## config.mk

```make
export PLATFORM = sky130hd
export DESIGN_NAME = sdac_front
export DESIGN_NICKNAME = d
export VERILOG_FILES = /design/src/rtl/sdac_pkg.sv /design/src/rtl/sdac_sync.sv /design/src/rtl/sdac_frame.sv /design/src/rtl/sdac_out.sv /design/src/rtl/sdac_front.sv
export SDC_FILE = /design/constraint.sdc
export NUM_CORES = 1
export LEC_CHECK = 0
export BUFFER_PORTS_ARGS = -buffer_cell sky130_fd_sc_hd__buf_2
export CORE_ASPECT_RATIO = 1.75
export CORE_MARGIN = 2
export CORE_UTILIZATION = 35
export DETAILED_ROUTE_END_ITERATION = 12
export GPL_TIMING_DRIVEN = 0
export PLACE_DENSITY = 0.64
export SYNTH_ARGS = -nofsm -noshare
export SYNTH_HDL_FRONTEND = slang
export SYNTH_SLANG_ARGS = --single-unit
```

## constraint.sdc

```tcl
create_clock -name clk -period 1.21 [get_ports clk]
set_input_delay 0.0605 -clock clk [delete_from_list [all_inputs] [get_ports clk]]
set_output_delay 0.0605 -clock clk [all_outputs]
set_load 0.02 [all_outputs]
```

## src/rtl/sdac_pkg.sv

```systemverilog
package sdac_pkg;

    typedef enum logic [1:0] {
        FR_IDLE,
        FR_SHIFT,
        FR_FULL,
        FR_OVER
    } fr_state_e;

    localparam int IX_SCLK  = 0;
    localparam int IX_FRAME = 1;
    localparam int IX_LOAD  = 2;
    localparam int IX_RDBK  = 3;
    localparam int IX_CLR   = 4;
    localparam int IX_PD    = 5;
    localparam int IX_SDI   = 6;
    localparam int N_IN     = 7;

    // idle levels: serial clock, frame, load, readback, clear high; pd, sdi low
    localparam logic [N_IN-1:0] IN_IDLE = 7'b0011111;

endpackage

```

## src/rtl/sdac_sync.sv

```systemverilog
module sdac_sync #(
    parameter int               N    = 7,
    parameter logic [N-1:0]     IDLE = '0
) (
    input  logic         clk,
    input  logic         rst_n,
    input  logic [N-1:0] async_i,
    output logic [N-1:0] sync_o
);

    for (genvar g = 0; g < N; g++) begin : g_bit
        logic meta_q;
        logic stab_q;

        always_ff @(posedge clk) begin
            if (!rst_n) begin
                meta_q <= IDLE[g];
                stab_q <= IDLE[g];
            end else begin
                meta_q <= async_i[g];
                stab_q <= meta_q;
            end
        end

        assign sync_o[g] = stab_q;
    end

endmodule

```

## src/rtl/sdac_frame.sv

```systemverilog
module sdac_frame
    import sdac_pkg::*;
#(
    parameter int WORD_W = 16
) (
    input  logic              clk,
    input  logic              rst_n,
    input  logic              frame_start,
    input  logic              frame_end,
    input  logic              bit_strobe,
    input  logic              sdi,
    output logic [WORD_W-1:0] shreg_q,
    output logic [WORD_W-1:0] staged_q,
    output logic              frame_ok
);

    localparam int CNT_W = $clog2(WORD_W + 1);
    localparam logic [CNT_W-1:0] LAST_BIT = CNT_W'(WORD_W - 1);

    fr_state_e        state_q;
    fr_state_e        state_d;
    logic [CNT_W-1:0] cnt_q;

    // state register
    always_ff @(posedge clk) begin
        if (!rst_n) begin
            state_q <= FR_IDLE;
        end else begin
            state_q <= state_d;
        end
    end

    // next state
    always_comb begin
        state_d = state_q;
        unique case (state_q)
            FR_IDLE: begin
                if (frame_start) state_d = FR_SHIFT;
            end
            FR_SHIFT: begin
                if (frame_end)                              state_d = FR_IDLE;
                else if (bit_strobe && cnt_q == LAST_BIT)   state_d = FR_FULL;
            end
            FR_FULL: begin
                if (frame_end)       state_d = FR_IDLE;
                else if (bit_strobe) state_d = FR_OVER;
            end
            FR_OVER: begin
                if (frame_end) state_d = FR_IDLE;
            end
            default: state_d = FR_IDLE;
        endcase
    end

    // outputs of the state machine
    always_comb begin
        frame_ok = (state_q == FR_FULL) && frame_end;
    end

    // bit counter, shift register and staged word
    always_ff @(posedge clk) begin
        if (!rst_n) begin
            cnt_q    <= '0;
            shreg_q  <= '0;
            staged_q <= '0;
        end else begin
            if (frame_start) begin
                cnt_q <= '0;
            end else if (state_q == FR_SHIFT && bit_strobe) begin
                cnt_q <= cnt_q + 1'b1;
            end
            if (state_q != FR_IDLE && bit_strobe) begin
                shreg_q <= {shreg_q[WORD_W-2:0], sdi};
            end
            if (frame_ok) begin
                staged_q <= shreg_q;
            end
        end
    end

endmodule

```

## src/rtl/sdac_out.sv

```systemverilog
module sdac_out #(
    parameter int WORD_W = 16
) (
    input  logic              clk,
    input  logic              rst_n,
    input  logic              load_fall,
    input  logic              load_act,
    input  logic              frame_ok,
    input  logic [WORD_W-1:0] shreg,
    input  logic [WORD_W-1:0] staged,
    input  logic              rb_start,
    input  logic              rb_act,
    input  logic              bit_rise,
    input  logic              clr_act,
    input  logic              pd_act,
    output logic [WORD_W-1:0] dac_q,
    output logic              dac_we,
    output logic [WORD_W-1:0] code_o,
    output logic              valid_o,
    output logic              sdo_bit
);

    logic [WORD_W-1:0] dac_d;
    logic [WORD_W-1:0] rb_q;

    always_comb begin
        dac_we = load_fall || (frame_ok && load_act);
        dac_d  = frame_ok ? shreg : staged;
    end

    always_ff @(posedge clk) begin
        if (!rst_n) begin
            dac_q   <= '0;
            rb_q    <= '0;
            code_o  <= '0;
            valid_o <= 1'b0;
        end else begin
            if (dac_we) begin
                dac_q <= dac_d;
            end
            if (rb_start) begin
                rb_q <= dac_q;
            end else if (rb_act && bit_rise) begin
                rb_q <= {rb_q[WORD_W-2:0], 1'b0};
            end
            code_o  <= clr_act ? '0 : dac_q;
            valid_o <= !pd_act;
        end
    end

    always_comb begin
        sdo_bit = rb_act ? rb_q[WORD_W-1] : shreg[WORD_W-1];
    end

endmodule

```

## src/rtl/sdac_front.sv

```systemverilog
module sdac_front
    import sdac_pkg::*;
#(
    parameter int WORD_W = 16
) (
    input  logic              clk,
    input  logic              rst_n,
    input  logic              ser_clk_i,
    input  logic              frame_n_i,
    input  logic              load_n_i,
    input  logic              rdbk_n_i,
    input  logic              clr_n_i,
    input  logic              pwrdn_i,
    input  logic              ser_din_i,
    output logic              sdo_pull_low_o,
    output logic [WORD_W-1:0] code_o,
    output logic              code_valid_o
);

    logic [N_IN-1:0]   pins;
    logic [N_IN-1:0]   s;
    logic [3:0]        prev_q;
    logic              sclk_fall, sclk_rise;
    logic              frame_start, frame_end;
    logic              load_fall, load_act;
    logic              rb_start, rb_act;
    logic              clr_act, pd_act;
    logic [WORD_W-1:0] shreg, staged, dac_q;
    logic              frame_ok, dac_we, sdo_bit;

    always_comb begin
        pins           = '0;
        pins[IX_SCLK]  = ser_clk_i;
        pins[IX_FRAME] = frame_n_i;
        pins[IX_LOAD]  = load_n_i;
        pins[IX_RDBK]  = rdbk_n_i;
        pins[IX_CLR]   = clr_n_i;
        pins[IX_PD]    = pwrdn_i;
        pins[IX_SDI]   = ser_din_i;
    end

    sdac_sync #(.N(N_IN), .IDLE(IN_IDLE)) u_sync (
        .clk     (clk),
        .rst_n   (rst_n),
        .async_i (pins),
        .sync_o  (s)
    );

    // previous synchronized level of the four edge-sensitive pins
    always_ff @(posedge clk) begin
        if (!rst_n) begin
            prev_q <= IN_IDLE[3:0];
        end else begin
            prev_q <= s[3:0];
        end
    end

    always_comb begin
        sclk_fall   = prev_q[IX_SCLK]  && !s[IX_SCLK];
        sclk_rise   = !prev_q[IX_SCLK] &&  s[IX_SCLK];
        frame_start = prev_q[IX_FRAME] && !s[IX_FRAME];
        frame_end   = !prev_q[IX_FRAME] && s[IX_FRAME];
        load_fall   = prev_q[IX_LOAD]  && !s[IX_LOAD];
        load_act    = !s[IX_LOAD];
        rb_start    = prev_q[IX_RDBK]  && !s[IX_RDBK];
        rb_act      = !s[IX_RDBK];
        clr_act     = !s[IX_CLR];
        pd_act      = s[IX_PD];
    end

    sdac_frame #(.WORD_W(WORD_W)) u_frame (
        .clk         (clk),
        .rst_n       (rst_n),
        .frame_start (frame_start),
        .frame_end   (frame_end),
        .bit_strobe  (sclk_fall),
        .sdi         (s[IX_SDI]),
        .shreg_q     (shreg),
        .staged_q    (staged),
        .frame_ok    (frame_ok)
    );

    sdac_out #(.WORD_W(WORD_W)) u_out (
        .clk       (clk),
        .rst_n     (rst_n),
        .load_fall (load_fall),
        .load_act  (load_act),
        .frame_ok  (frame_ok),
        .shreg     (shreg),
        .staged    (staged),
        .rb_start  (rb_start),
        .rb_act    (rb_act),
        .bit_rise  (sclk_rise),
        .clr_act   (clr_act),
        .pd_act    (pd_act),
        .dac_q     (dac_q),
        .dac_we    (dac_we),
        .code_o    (code_o),
        .valid_o   (code_valid_o),
        .sdo_bit   (sdo_bit)
    );

    assign sdo_pull_low_o = !sdo_bit;

endmodule

```

==> qor.txt, run 1 <==
Syn Inst Count - 430
critical path endpoint - u_out.rb_q[8]$_SDFFE_PN0P_
vias in the first global route - 3365
area leader, netlist - dfxtp_1
worst slew pin tran - 0.5360 ns
post-synth top area share - 0.5046
minimum clock period - 1.249 ns
Critical Path Sink Type - register
part of the power in the clock network - 0.388
Via density - 5.232
combinational power share - 0.073
RSZ-0062 raised after global routing - yes
gr ovfl total - 0
worst clock skew - 0.008220 ns
first-pass GRT wire length - 15.37 mm
# nets final - 496
failing checks - setup timing
number of flops mapped to enable cells by yosys - 0
fmax - 0.8004 GHz
Switch Pwr - 0.001523 W
CP peak stage delay - 0.38 ns
placed cells - 592
DRC Markers - 0
Clock Sinks - 106
Yosys Warn Count - 0
FF+latch area - 2150 um^2
Syn Area/Cell - 9.780 um^2
HP Start - rst_n
router iterations before antenna repair - 4
antenna violations before repair - 0
Pint - 0.005255 W
CP required - 1.43 ns
worst-path fanout max - 6
Finished Layout Cells - 625
Critical Path AT - 1.47 ns
largest net degree at the start of global routing - 16
area grow syn2layout - 24.07%
setup_tns - -0.06232 ns
Cell Area, Placed - 4502 um^2
final hold vios - 0
Max Slew Vio Count - 0
Reg clk slew, reported paths - 0.07 ns
GR Util All Layers - 0.1539
Worst R2R End - u_out.rb_q[8]$_SDFFE_PN0P_
status - complete, but fails checks
hold slack - 0.009351 ns
initial core utilization - 0.3543
peak supply drop - 0.6013 mV
reg2reg start - u_sync.g_bit[3].stab_q$_SDFF_PN1_
CTS H-tree lvls - 3
#FFs+latches synth - 106
Clock Path Buffers - 2
Pwr Total - 0.006778 W
Lkg Pwr - 1.992 nW
row cnt - 53
# fillers - 1105
clock buffer count from CTS - 9
Final HPWL DP - 7.087 mm
Final WS setup - -0.03945 ns
worst-path cell chain - nor2b_2 -> buf_6 -> buf_12 -> mux2i_1 -> a21oi_1
reg2reg setup slack - -0.04 ns
DIE HEIGHT - 149.0 um
layout cells sized above 1 - 0.2561
antenna cell count - 0
number of max-cap violations - 0
DRT Wirelength - 9.864 mm
slowest CP cell - dfxtp_4
Clock Latency Late Sink - 0.34 ns
ys flop type - dfxtp_1
I/O pins - 27
Die W - 86.86 um
TritonCTS clock tree - built
Final GP Congestion - 0.7780
Final Cell Area - 5218 um^2
wire length per cell - 15.78 um
Routed Antenna Nets - 0
final period utilization - 1.033
Slew HR - 0.6427
area of the mapped netlist - 4205 um^2
Core ar. - 11870 um^2
Area contributors post-synth - dfxtp_1 50%, o21ai_0 5.8%, mux2i_1 4.5%, a21oi_1 3.7%, o221ai_1 3.3%
Seq pwr share - 0.539
die area - 12940 um^2
final setup fails - 6
DRT iter0 DRCs - 98
Pwr Density - 1299 nW/um^2
vias - 3270
Synth async-reset ratio - 0
sw frac - 0.2247
reg2reg path depth - 5
sequential share of the synthesized area - 0.5046
count of cell types in the netlist - 38
Worst Setup SP - u_sync.g_bit[3].stab_q$_SDFF_PN1_
CTS Root Buffer Type - clkbuf_16
IO Port Bufs - 25
type of the worst setup path - register to register
Multi-input gate area - 1943 um^2
Hold WC Path Type - input pin to register
syn_nets - 441
CP Launch Type - register
## layout make-up
class                   count  area share
flip-flops and latches    106      0.4120
multi-input cells         282      0.3724
repair buffers             45     0.06882
plain buffers              37     0.06115
clock buffers              12     0.04724
well taps                 137     0.03285
inverters                   4    0.002878
clock inverters             2    0.002638
## kinds of logic (layout without fill, tap and decap cells)
kind of cell | Yosys count | after routing | share of synthesized area
compound gates | 149 | 149 | 0.2333
simple gates | 111 | 111 | 0.1446
flops | 106 | 106 | 0.5046
buf+inv | 42 | 100 | 0.06427
mux | 19 | 19 | 0.04522
fa+ha+maj | 2 | 2 | 0.005950
xor+xnor | 1 | 1 | 0.002083
## timing repair
item / in CTS / in global routing
cloned: 0 / 2
gates resized for setup: 29 / 48
endpoints found under the hold margin: 7 / 0
pin swaps: 4 / 9
endpoints found under the setup margin: 62 / 47
hold buffers: 7 / 0
setup buffers: 4 / 7
## worst max-delay path: cells and delay by family, from the launching register on
kind,cells,cell delay [ns]
DFF,1,0.38
buffers and inverters,2,0.30
muxes,1,0.22
and+or+nand+nor,1,0.12
AOI/OAI and AO/OA,1,0.10
## power by group through the flow
stage	Sequential (W)	Clock, W	Combinational (W)
floorplan	0.00373	0	0.000273
global placement	0.00373	0	0.000388
detailed placement	0.00373	0	0.000396
CTS	0.00365	0.00269	0.000438
global route	0.00366	0.00284	0.000534
finish	0.00365	0.00263	0.000496
## sequential cells by signal, indices dropped and copies added (netlist names)
name and cells:
u_frame.shreg_q 16, u_out.valid_o 1, u_sync.g_bit.stab_q 7, u_out.dac_q 16, u_frame.staged_q 16, u_out.rb_q 16, u_out.code_o 16, u_frame.state_q 2
prev_q 4, u_sync.g_bit.meta_q 7, u_frame.cnt_q 5
## how the worst min path moves through the flow
| stage | endpoint | slack [ns] | cells past startpoint |
|---|---|---|---|
| after floorplan | u_sync.g_bit[0].meta_q$_SDFF_PN1_ | 0.16 | 1 |
| after global placement | u_sync.g_bit[0].meta_q$_SDFF_PN1_ | 0.24 | 2 |
| after detailed placement | u_sync.g_bit[3].meta_q$_SDFF_PN1_ | 0.24 | 2 |
| after CTS | prev_q[0]$_SDFF_PN1_ | 0.007 | 2 |
| after global routing | u_sync.g_bit[0].meta_q$_SDFF_PN1_ | 0.02 | 2 |
| final | u_sync.g_bit[1].meta_q$_SDFF_PN1_ | 0.009 | 2 |
## cells in the final DEF (no fill, tap or decap), drive strengths merged, types with 4 or more instances in the layout
cell type / synthesis / final
and3: 18 / 18
o31ai: 15 / 15
nand2: 37 / 37
clkbuf: 14 / 27
dfxtp: 106 / 106
o21ai: 49 / 49
buf: 24 / 60
inv: 4 / 5
nand2b: 18 / 18
mux2i: 19 / 19
nand3: 19 / 19
o221ai: 16 / 16
and2: 4 / 4
nor2: 5 / 5
dlygate4sd3: 0 / 7
a21boi: 32 / 32
a21oi: 33 / 33
## Yosys cell counts, types with 2 or more instances
cell type	number
buf_6	11
buf_4	5
buf_2	8
a21oi_1	31
mux2i_1	19
nand3_1	19
a21oi_2	2
nor2_1	4
nor2b_1	2
o31ai_1	15
o221ai_1	16
nand2_1	37
o21ai_0	49
dfxtp_1	106
inv_1	4
a21boi_2	10
a21boi_0	8
clkbuf_1	13
and2_1	4
ha_1	2
nand2b_1	18
a21boi_1	14
and3_1	18
## metal layers
| metal | GRT usage | up-vias | wire (um) |
|---|---|---|---|
| met2 | 0.3073 | 46 | 5656 |
| li1 | - | 1648 | - |
| met4 | 0.09453 | 0 | 490 |
| met5 | 0 | - | 0 |
| met3 | 0.02988 | 30 | 231 |
| met1 | 0.1315 | 1546 | 3486 |
## metrics by stage
step             util  worst slack (ns)
5_1_grt        0.4395          -0.05309
6_report       0.4395          -0.03945
3_5_place_dp   0.3793           -0.2351
2_1_floorplan       -           0.02337
4_1_cts        0.4176          -0.02506
3_3_place_gp   0.3793           -0.1965
Note: power is estimated with default switching activity, not from simulation.
==> run 2, diff against run 1 <==
--- a/config.mk
+++ b/config.mk
@@ -8,5 +8,5 @@
 export BUFFER_PORTS_ARGS = -buffer_cell sky130_fd_sc_hd__buf_2
 export CORE_ASPECT_RATIO = 1.75
-export CORE_MARGIN = 2
+export CORE_MARGIN = 3
 export CORE_UTILIZATION = 35
 export DETAILED_ROUTE_END_ITERATION = 12
==> constraint.sdc (replaced) <==
create_clock -name clk -period 1.21 [get_ports clk]
set_input_delay 0.0605 -clock clk [delete_from_list [all_inputs] [get_ports clk]]
set_output_delay 0.0605 -clock clk [all_outputs]
set_load 0.1 [all_outputs]
==> run 2 against run 1 <==
  * The run still ends with setup timing left
  * Sequential share of layout area down 0.54 points
  * Critical path type is now register to primary output
  * Clock skew is 0.0024 ns lower
  * Critical path depth fell by 3
  * Routed wire length down 1.8%
==> qor.txt, run 2 (same netlist as run 1, synthesis figures left out) <==
type of the worst setup path - register to primary output (was register to register)
GR Util All Layers - 0.1490 (was 0.1539)
final hold vios - 0 (unchanged)
reg2reg start - u_sync.g_bit[3].stab_q$_SDFF_PN1_ (unchanged)
IO Port Bufs - 25 (unchanged)
Clock Sinks - 106 (unchanged)
DRT Wirelength - 9.682 mm (was 9.864 mm)
worst-path cell chain - mux2i_4 -> buf_12 (was nor2b_2 -> buf_6 -> buf_12 -> mux2i_1 -> a21oi_1)
die area - 13420 um^2 (was 12940 um^2)
vias - 3318 (was 3270)
Multi-input gate area - 2001 um^2 (was 1943 um^2)
CP peak stage delay - 0.41 ns (was 0.38 ns)
gr ovfl total - 0 (unchanged)
DRT iter0 DRCs - 127 (was 98)
peak supply drop - 0.5563 mV (was 0.6013 mV)
largest net degree at the start of global routing - 18 (was 16)
HP Start - rst_n (unchanged)
Reg clk slew, reported paths - 0.07 ns (about the same)
Core ar. - 11650 um^2 (was 11870 um^2)
GR peak layer - met2 (unchanged)
failing checks - setup timing (unchanged)
Final Util - 0.4529 (was 0.4395)
setup_tns - -0.3987 ns (was -0.06232 ns)
worst clock skew - 0.005802 ns (was 0.008220 ns)
Final GP Congestion - 0.7939 (was 0.7780)
global-route met1 utilization - 0.1409 (was 0.1315)
antenna violations before repair - 0 (unchanged)
slowest CP cell - dfxtp_4 (unchanged)
vias in the first global route - 3331 (was 3365)
Finished Layout Cells - 624 (was 625)
Pwr Total - 0.007129 W (was 0.006778 W)
Pwr Density - 1351 nW/um^2 (was 1299 nW/um^2)
area grow syn2layout - 25.44% (was 24.07%)
Via density - 5.317 (was 5.232)
Clock Latency Late Sink - 0.35 ns (was 0.34 ns)
final setup fails - 21 (was 6)
reg2reg path depth - 5 (unchanged)
worst-path fanout max - 5 (was 6)
Worst Hold Depth - 2 (unchanged)
Critical Path AT - 1.22 ns (was 1.47 ns)
wire length per cell - 15.52 um (was 15.78 um)
end of the worst hold path - u_sync.g_bit[0].stab_q$_SDFF_PN1_ (was u_sync.g_bit[1].meta_q$_SDFF_PN1_)
number of max-cap violations - 0 (unchanged)
Max Slew Vio Count - 0 (unchanged)
clock buffer count from CTS - 9 (unchanged)
I/O pins - 27 (unchanged)
first-pass GRT wire length - 15.58 mm (was 15.37 mm)
CTS Root Buffer Type - clkbuf_16 (unchanged)
most common cell after layout, fill and taps aside - dfxtp_1 (unchanged)
Global Route met3 Usage - 0.02885 (was 0.02988)
DIE HEIGHT - 151.0 um (was 149.0 um)
status - complete, but fails checks (unchanged)
Slew HR - 0.6460 (was 0.6427)
# fillers - 1079 (was 1105)
CP required - 1.15 ns (was 1.43 ns)
commonest cells after routing, fill and taps aside - 96 x dfxtp_1, 37 x nand2_1, 34 x o21ai_0 (was 96 x dfxtp_1, 38 x o21ai_0, 37 x nand2_1)
worst slew pin tran - 0.5309 ns (was 0.5360 ns)
Clock Path Buffers - 2 (unchanged)
final period utilization - 1.057 (was 1.033)
initial core utilization - 0.3611 (was 0.3543)
CTS H-tree lvls - 3 (unchanged)
CP Launch Type - register (unchanged)
reg2reg setup slack - -0.06 ns (was -0.04 ns)
DP Worst Slack - -0.2098 ns (was -0.2351 ns)
RSZ-0062 raised after global routing - yes (unchanged)
DRC Markers - 0 (unchanged)
fmax - 0.7819 GHz (was 0.8004 GHz)
Final HPWL DP - 7.039 mm (was 7.087 mm)
Critical Path Sink Type - primary output (was register)
TritonCTS clock tree - built (unchanged)
placed cells - 590 (was 592)
minimum clock period - 1.279 ns (was 1.249 ns)
Final WS setup - -0.06901 ns (was -0.03945 ns)
row cnt - 52 (was 53)
met2 GRT Util - 0.2883 (was 0.3073)
FF+latch area - 2145 um^2 (was 2150 um^2)
Lkg Pwr - 2.005 nW (was 1.992 nW)
# nets final - 496 (unchanged)
Die W - 88.86 um (was 86.86 um)
Worst R2R End - u_out.rb_q[3]$_SDFFE_PN0P_ (was u_out.rb_q[8]$_SDFFE_PN0P_)
Hold WC Path Type - input pin to register (unchanged)
layout cells sized above 1 - 0.2761 (was 0.2561)
router iterations before antenna repair - 4 (unchanged)
Routed Antenna Nets - 0 (unchanged)
antenna cell count - 0 (unchanged)
-- run 2: repair_timing --
action,CTS,global route
gates cloned,0,2
endpoints found under the hold margin,7,0
endpoints found under the setup margin,56,59
hold buffers,8,0
setup buffers,5,7
gates resized for setup,34,64
pin swaps,2,14
-- run 2: worst max-delay path, delay by kind of cell, from the launching register on --
family                 cells  cell delay [ns]
flip-flops                 1             0.41
multiplexers               1             0.26
buffers and inverters      1             0.20
-- run 2: metrics by stage --
| stage | cell area [um^2] | hold slack [ns] |
|---|---|---|
| finish | 5275 | 0.002597 |
| global route | 5275 | 0.001395 |
| CTS | 5015 | 0.00008699 |
| detailed placement | 4513 | 0.2447 |
| global placement | 4513 | 0.2407 |
| floorplan | 4219 | 0.1620 |
-- run 2: worst max-delay path by stage --
stage                                       from                             to  cells after the start
6_report       u_sync.g_bit[3].stab_q$_SDFF_PN1_                 sdo_pull_low_o                      2
5_1_grt        u_sync.g_bit[3].stab_q$_SDFF_PN1_     u_out.rb_q[3]$_SDFFE_PN0P_                      5
4_1_cts        u_sync.g_bit[3].stab_q$_SDFF_PN1_                 sdo_pull_low_o                      2
3_5_place_dp                prev_q[0]$_SDFF_PN1_     u_out.rb_q[3]$_SDFFE_PN0P_                      4
3_3_place_gp                prev_q[0]$_SDFF_PN1_    u_out.rb_q[10]$_SDFFE_PN0P_                      4
2_1_floorplan      u_frame.cnt_q[0]$_SDFFE_PP0P_  u_frame.cnt_q[4]$_SDFFE_PP0P_                      4
-- run 2: layer usage --
metal,vias up,part of all wire
li1,1648,-
met1,1590,0.36
met2,59,0.57
met3,21,0.028
met4,0,0.037
met5,-,0
-- run 2: final cells by class --
| cell class | instances | share of cell area |
|---|---|---|
| Sequential cell | 106 | 0.4065 |
| Tap cell | 135 | 0.03202 |
| Clock inverter | 6 | 0.01281 |
| Multi-Input combinational cell | 282 | 0.3793 |
| Timing Repair Buffer | 47 | 0.06618 |
| Clock buffer | 9 | 0.04269 |
| Buffer | 35 | 0.05764 |
| Inverter | 4 | 0.002846 |
-- run 2: power by group --
| group | switching, W | leakage, nW | internal [W] |
|---|---|---|---|
| Clock | 0.00130 | 0.138 | 0.00160 |
| Sequential | 0.0000718 | 0.863 | 0.00358 |
| Combinational | 0.000348 | 1.00 | 0.000230 |
==> run 3, diff against run 2 <==
--- a/config.mk
+++ b/config.mk
@@ -9,8 +9,8 @@
 export CORE_ASPECT_RATIO = 1.75
 export CORE_MARGIN = 3
-export CORE_UTILIZATION = 35
+export CORE_UTILIZATION = 53
 export DETAILED_ROUTE_END_ITERATION = 12
 export GPL_TIMING_DRIVEN = 0
-export PLACE_DENSITY = 0.64
+export PLACE_DENSITY = 0.85
 export SYNTH_ARGS = -nofsm -noshare
 export SYNTH_HDL_FRONTEND = slang
==> constraint.sdc (replaced) <==
create_clock -name clk -period 1.21 [get_ports clk]
set_input_delay 0.0605 -clock clk [delete_from_list [all_inputs] [get_ports clk]]
set_output_delay 0.0605 -clock clk [all_outputs]
set_load 0.005 [all_outputs]
==> run 3 against run 2 <==
  * The run still ends with setup timing left
  * Clock skew is 0.0055 ns higher
  * Core utilization is 23 points higher
  * Critical path depth is 3 higher
  * Worst setup slack worse by 0.0013 ns
  * Register-to-register slack hardly changed
  * Sequential share of layout area is 0.79 points higher
==> qor.txt, run 3 (same netlist as run 1, synthesis figures left out) <==
status - complete, but fails checks (unchanged)
failing checks - setup timing (unchanged)
antenna violations before repair - 0 (unchanged)
final period utilization - 1.058 (was 1.057)
final hold vios - 0 (unchanged)
wire length per cell - 17.45 um (was 15.52 um)
reg2reg path depth - 5 (unchanged)
fmax - 0.7810 GHz (was 0.7819 GHz)
Seq pwr share - 0.541 (was 0.512)
Lkg Pwr - 1.987 nW (was 2.005 nW)
Die W - 73.34 um (was 88.86 um)
Critical Path Sink Type - register (was primary output)
minimum clock period - 1.280 ns (was 1.279 ns)
Final Util - 0.6791 (was 0.4529)
DRC Markers - 0 (unchanged)
TritonCTS clock tree - built (unchanged)
Clock Path Buffers - 2 (unchanged)
Final Cell Area - 5175 um^2 (was 5275 um^2)
# fillers - 542 (was 1079)
FF+latch area - 2145 um^2 (unchanged)
reg2reg setup slack - -0.07 ns (was -0.06 ns)
reg2reg start - u_sync.g_bit[2].stab_q$_SDFF_PN1_ (was u_sync.g_bit[3].stab_q$_SDFF_PN1_)
CTS Root Buffer Type - clkbuf_16 (unchanged)
HP Start - rst_n (unchanged)
Final HPWL DP - 6.624 mm (was 7.039 mm)
Slew HR - 0.6051 (was 0.6460)
first-pass GRT wire length - 15.79 mm (was 15.58 mm)
CP Launch Type - register (unchanged)
DIE HEIGHT - 123.8 um (was 151.0 um)
worst-path fanout max - 10 (was 5)
commonest cells after routing, fill and taps aside - 98 x dfxtp_1, 39 x o21ai_0, 37 x nand2_1 (was 96 x dfxtp_1, 37 x nand2_1, 34 x o21ai_0)
I/O pins - 27 (unchanged)
Final GP Congestion - 0.8886 (was 0.7939)
CTS H-tree lvls - 3 (unchanged)
Final WS setup - -0.07035 ns (was -0.06901 ns)
peak supply drop - 0.8870 mV (was 0.5563 mV)
Reg clk slew, reported paths - 0.07 ns (about the same)
worst slew pin tran - 0.5924 ns (was 0.5309 ns)
Pint - 0.005214 W (was 0.005411 W)
part of the power in the clock network - 0.387 (was 0.407)
vias - 3415 (was 3318)
Multi-input gate area - 1991 um^2 (was 2001 um^2)
vias in the first global route - 3424 (was 3331)
Critical Path AT - 1.50 ns (was 1.22 ns)
Pwr Density - 1307 nW/um^2 (was 1351 nW/um^2)
number of max-cap violations - 0 (unchanged)
IO Port Bufs - 25 (unchanged)
RSZ-0062 raised after global routing - yes (unchanged)
antenna cell count - 0 (unchanged)
final setup fails - 4 (was 21)
Core ar. - 7620 um^2 (was 11650 um^2)
# nets final - 495 (was 496)
worst clock skew - 0.01135 ns (was 0.005802 ns)
Switch Pwr - 0.001548 W (was 0.001719 W)
GR Util All Layers - 0.2235 (was 0.1490)
clock buffer count from CTS - 9 (unchanged)
gr ovfl total - 0 (unchanged)
Routed Antenna Nets - 0 (unchanged)
Worst R2R End - u_out.dac_q[7]$_SDFFE_PN0P_ (was u_out.rb_q[3]$_SDFFE_PN0P_)
router iterations before antenna repair - 5 (was 4)
Clock Latency Late Sink - 0.34 ns (was 0.35 ns)
largest net degree at the start of global routing - 18 (unchanged)
combinational power share - 0.071 (was 0.081)
DRT Wirelength - 10.07 mm (was 9.682 mm)
type of the worst setup path - register to register (was register to primary output)
Clock Sinks - 106 (unchanged)
Max Slew Vio Count - 0 (unchanged)
Via density - 5.919 (was 5.317)
Hold WC Path Type - input pin to register (unchanged)
Worst Hold Depth - 2 (unchanged)
row cnt - 42 (was 52)
DRT iter0 DRCs - 315 (was 127)
end of the worst hold path - prev_q[1]$_SDFF_PN1_ (was u_sync.g_bit[0].stab_q$_SDFF_PN1_)
CP required - 1.43 ns (was 1.15 ns)
area grow syn2layout - 23.06% (was 25.44%)
layout cells sized above 1 - 0.2638 (was 0.2761)
sw frac - 0.2289 (was 0.2411)
Cell Area, Placed - 4441 um^2 (was 4513 um^2)
initial core utilization - 0.5519 (was 0.3611)
die area - 9081 um^2 (was 13420 um^2)
most common cell after layout, fill and taps aside - dfxtp_1 (unchanged)
==> run 3: metal layers <==
layer | wire length (um) | part of all wire | vias up | track usage
met5 | 0 | 0 | - | 0
met4 | 312 | 0.031 | 0 | 0.1338
met3 | 363 | 0.036 | 24 | 0.03231
met2 | 5602 | 0.56 | 116 | 0.4103
met1 | 3792 | 0.38 | 1621 | 0.2332
li1 | - | - | 1654 | -
==> run 3: how the worst max path moves through the flow <==
stage	slack, ns	startpoint	to
after floorplan	0.02	u_frame.cnt_q[0]$_SDFFE_PP0P_	u_frame.cnt_q[4]$_SDFFE_PP0P_
after global placement	-0.14	prev_q[0]$_SDFF_PN1_	u_out.rb_q[10]$_SDFFE_PN0P_
after detailed placement	-0.21	prev_q[0]$_SDFF_PN1_	u_out.rb_q[10]$_SDFFE_PN0P_
after CTS	-0.01	u_sync.g_bit[3].stab_q$_SDFF_PN1_	u_out.rb_q[11]$_SDFFE_PN0P_
after global routing	-0.10	u_sync.g_bit[2].stab_q$_SDFF_PN1_	u_out.dac_q[15]$_SDFFE_PN0P_
final	-0.07	u_sync.g_bit[2].stab_q$_SDFF_PN1_	u_out.dac_q[7]$_SDFFE_PN0P_
==> run 3: metrics by stage <==
stage / std cells / setup WS [ns] / power (W) / hold WS, ns / setup TNS, ns
after floorplan: 430 / 0.02337 / 0.003986 / 0.1620 / 0
after global placement: 543 / -0.1405 / 0.004081 / 0.2393 / -1.982
after detailed placement: 543 / -0.2053 / 0.004102 / 0.2465 / -3.952
after CTS: 570 / -0.01031 / 0.006689 / 0.001630 / -0.02897
after global routing: 577 / -0.1029 / 0.006957 / 0.02019 / -1.343
final: 577 / -0.07035 / 0.006762 / 0.01329 / -0.1466
==> run 3: cell type report <==
class,count,share of cell area
tap,88,0.02128
inverter,4,0.002901
multi-input combinational,282,0.3847
sequential,106,0.4144
clock buffer,11,0.04497
timing repair buffer,45,0.06335
buffer,36,0.06238
clock inverter,5,0.006044
==> run 3: power by group through the flow <==
stage | clock network, W | logic (W) | registers [W]
after floorplan | 0 | 0.000273 | 0.00371
after global placement | 0 | 0.000357 | 0.00372
after detailed placement | 0 | 0.000372 | 0.00373
after CTS | 0.00263 | 0.000408 | 0.00365
after global routing | 0.00276 | 0.000525 | 0.00367
final | 0.00262 | 0.000483 | 0.00366
==> run 3: critical path: stages (launching register included) <==
cell	delay [ns]
dfxtp_4	0.37
nand2b_1	0.16
buf_6	0.14
buf_6	0.15
o221ai_1	0.22
a21oi_1	0.12
==> run 3: repair_timing <==
| action | CTS | global route |
|---|---|---|
| gates cloned | 0 | 2 |
| pin swaps | 3 | 12 |
| setup buffers | 6 | 5 |
| endpoints found under the hold margin | 7 | 0 |
| gates resized for setup | 26 | 59 |
| setup endpoints to repair | 59 | 54 |
| hold buffers | 7 | 0 |
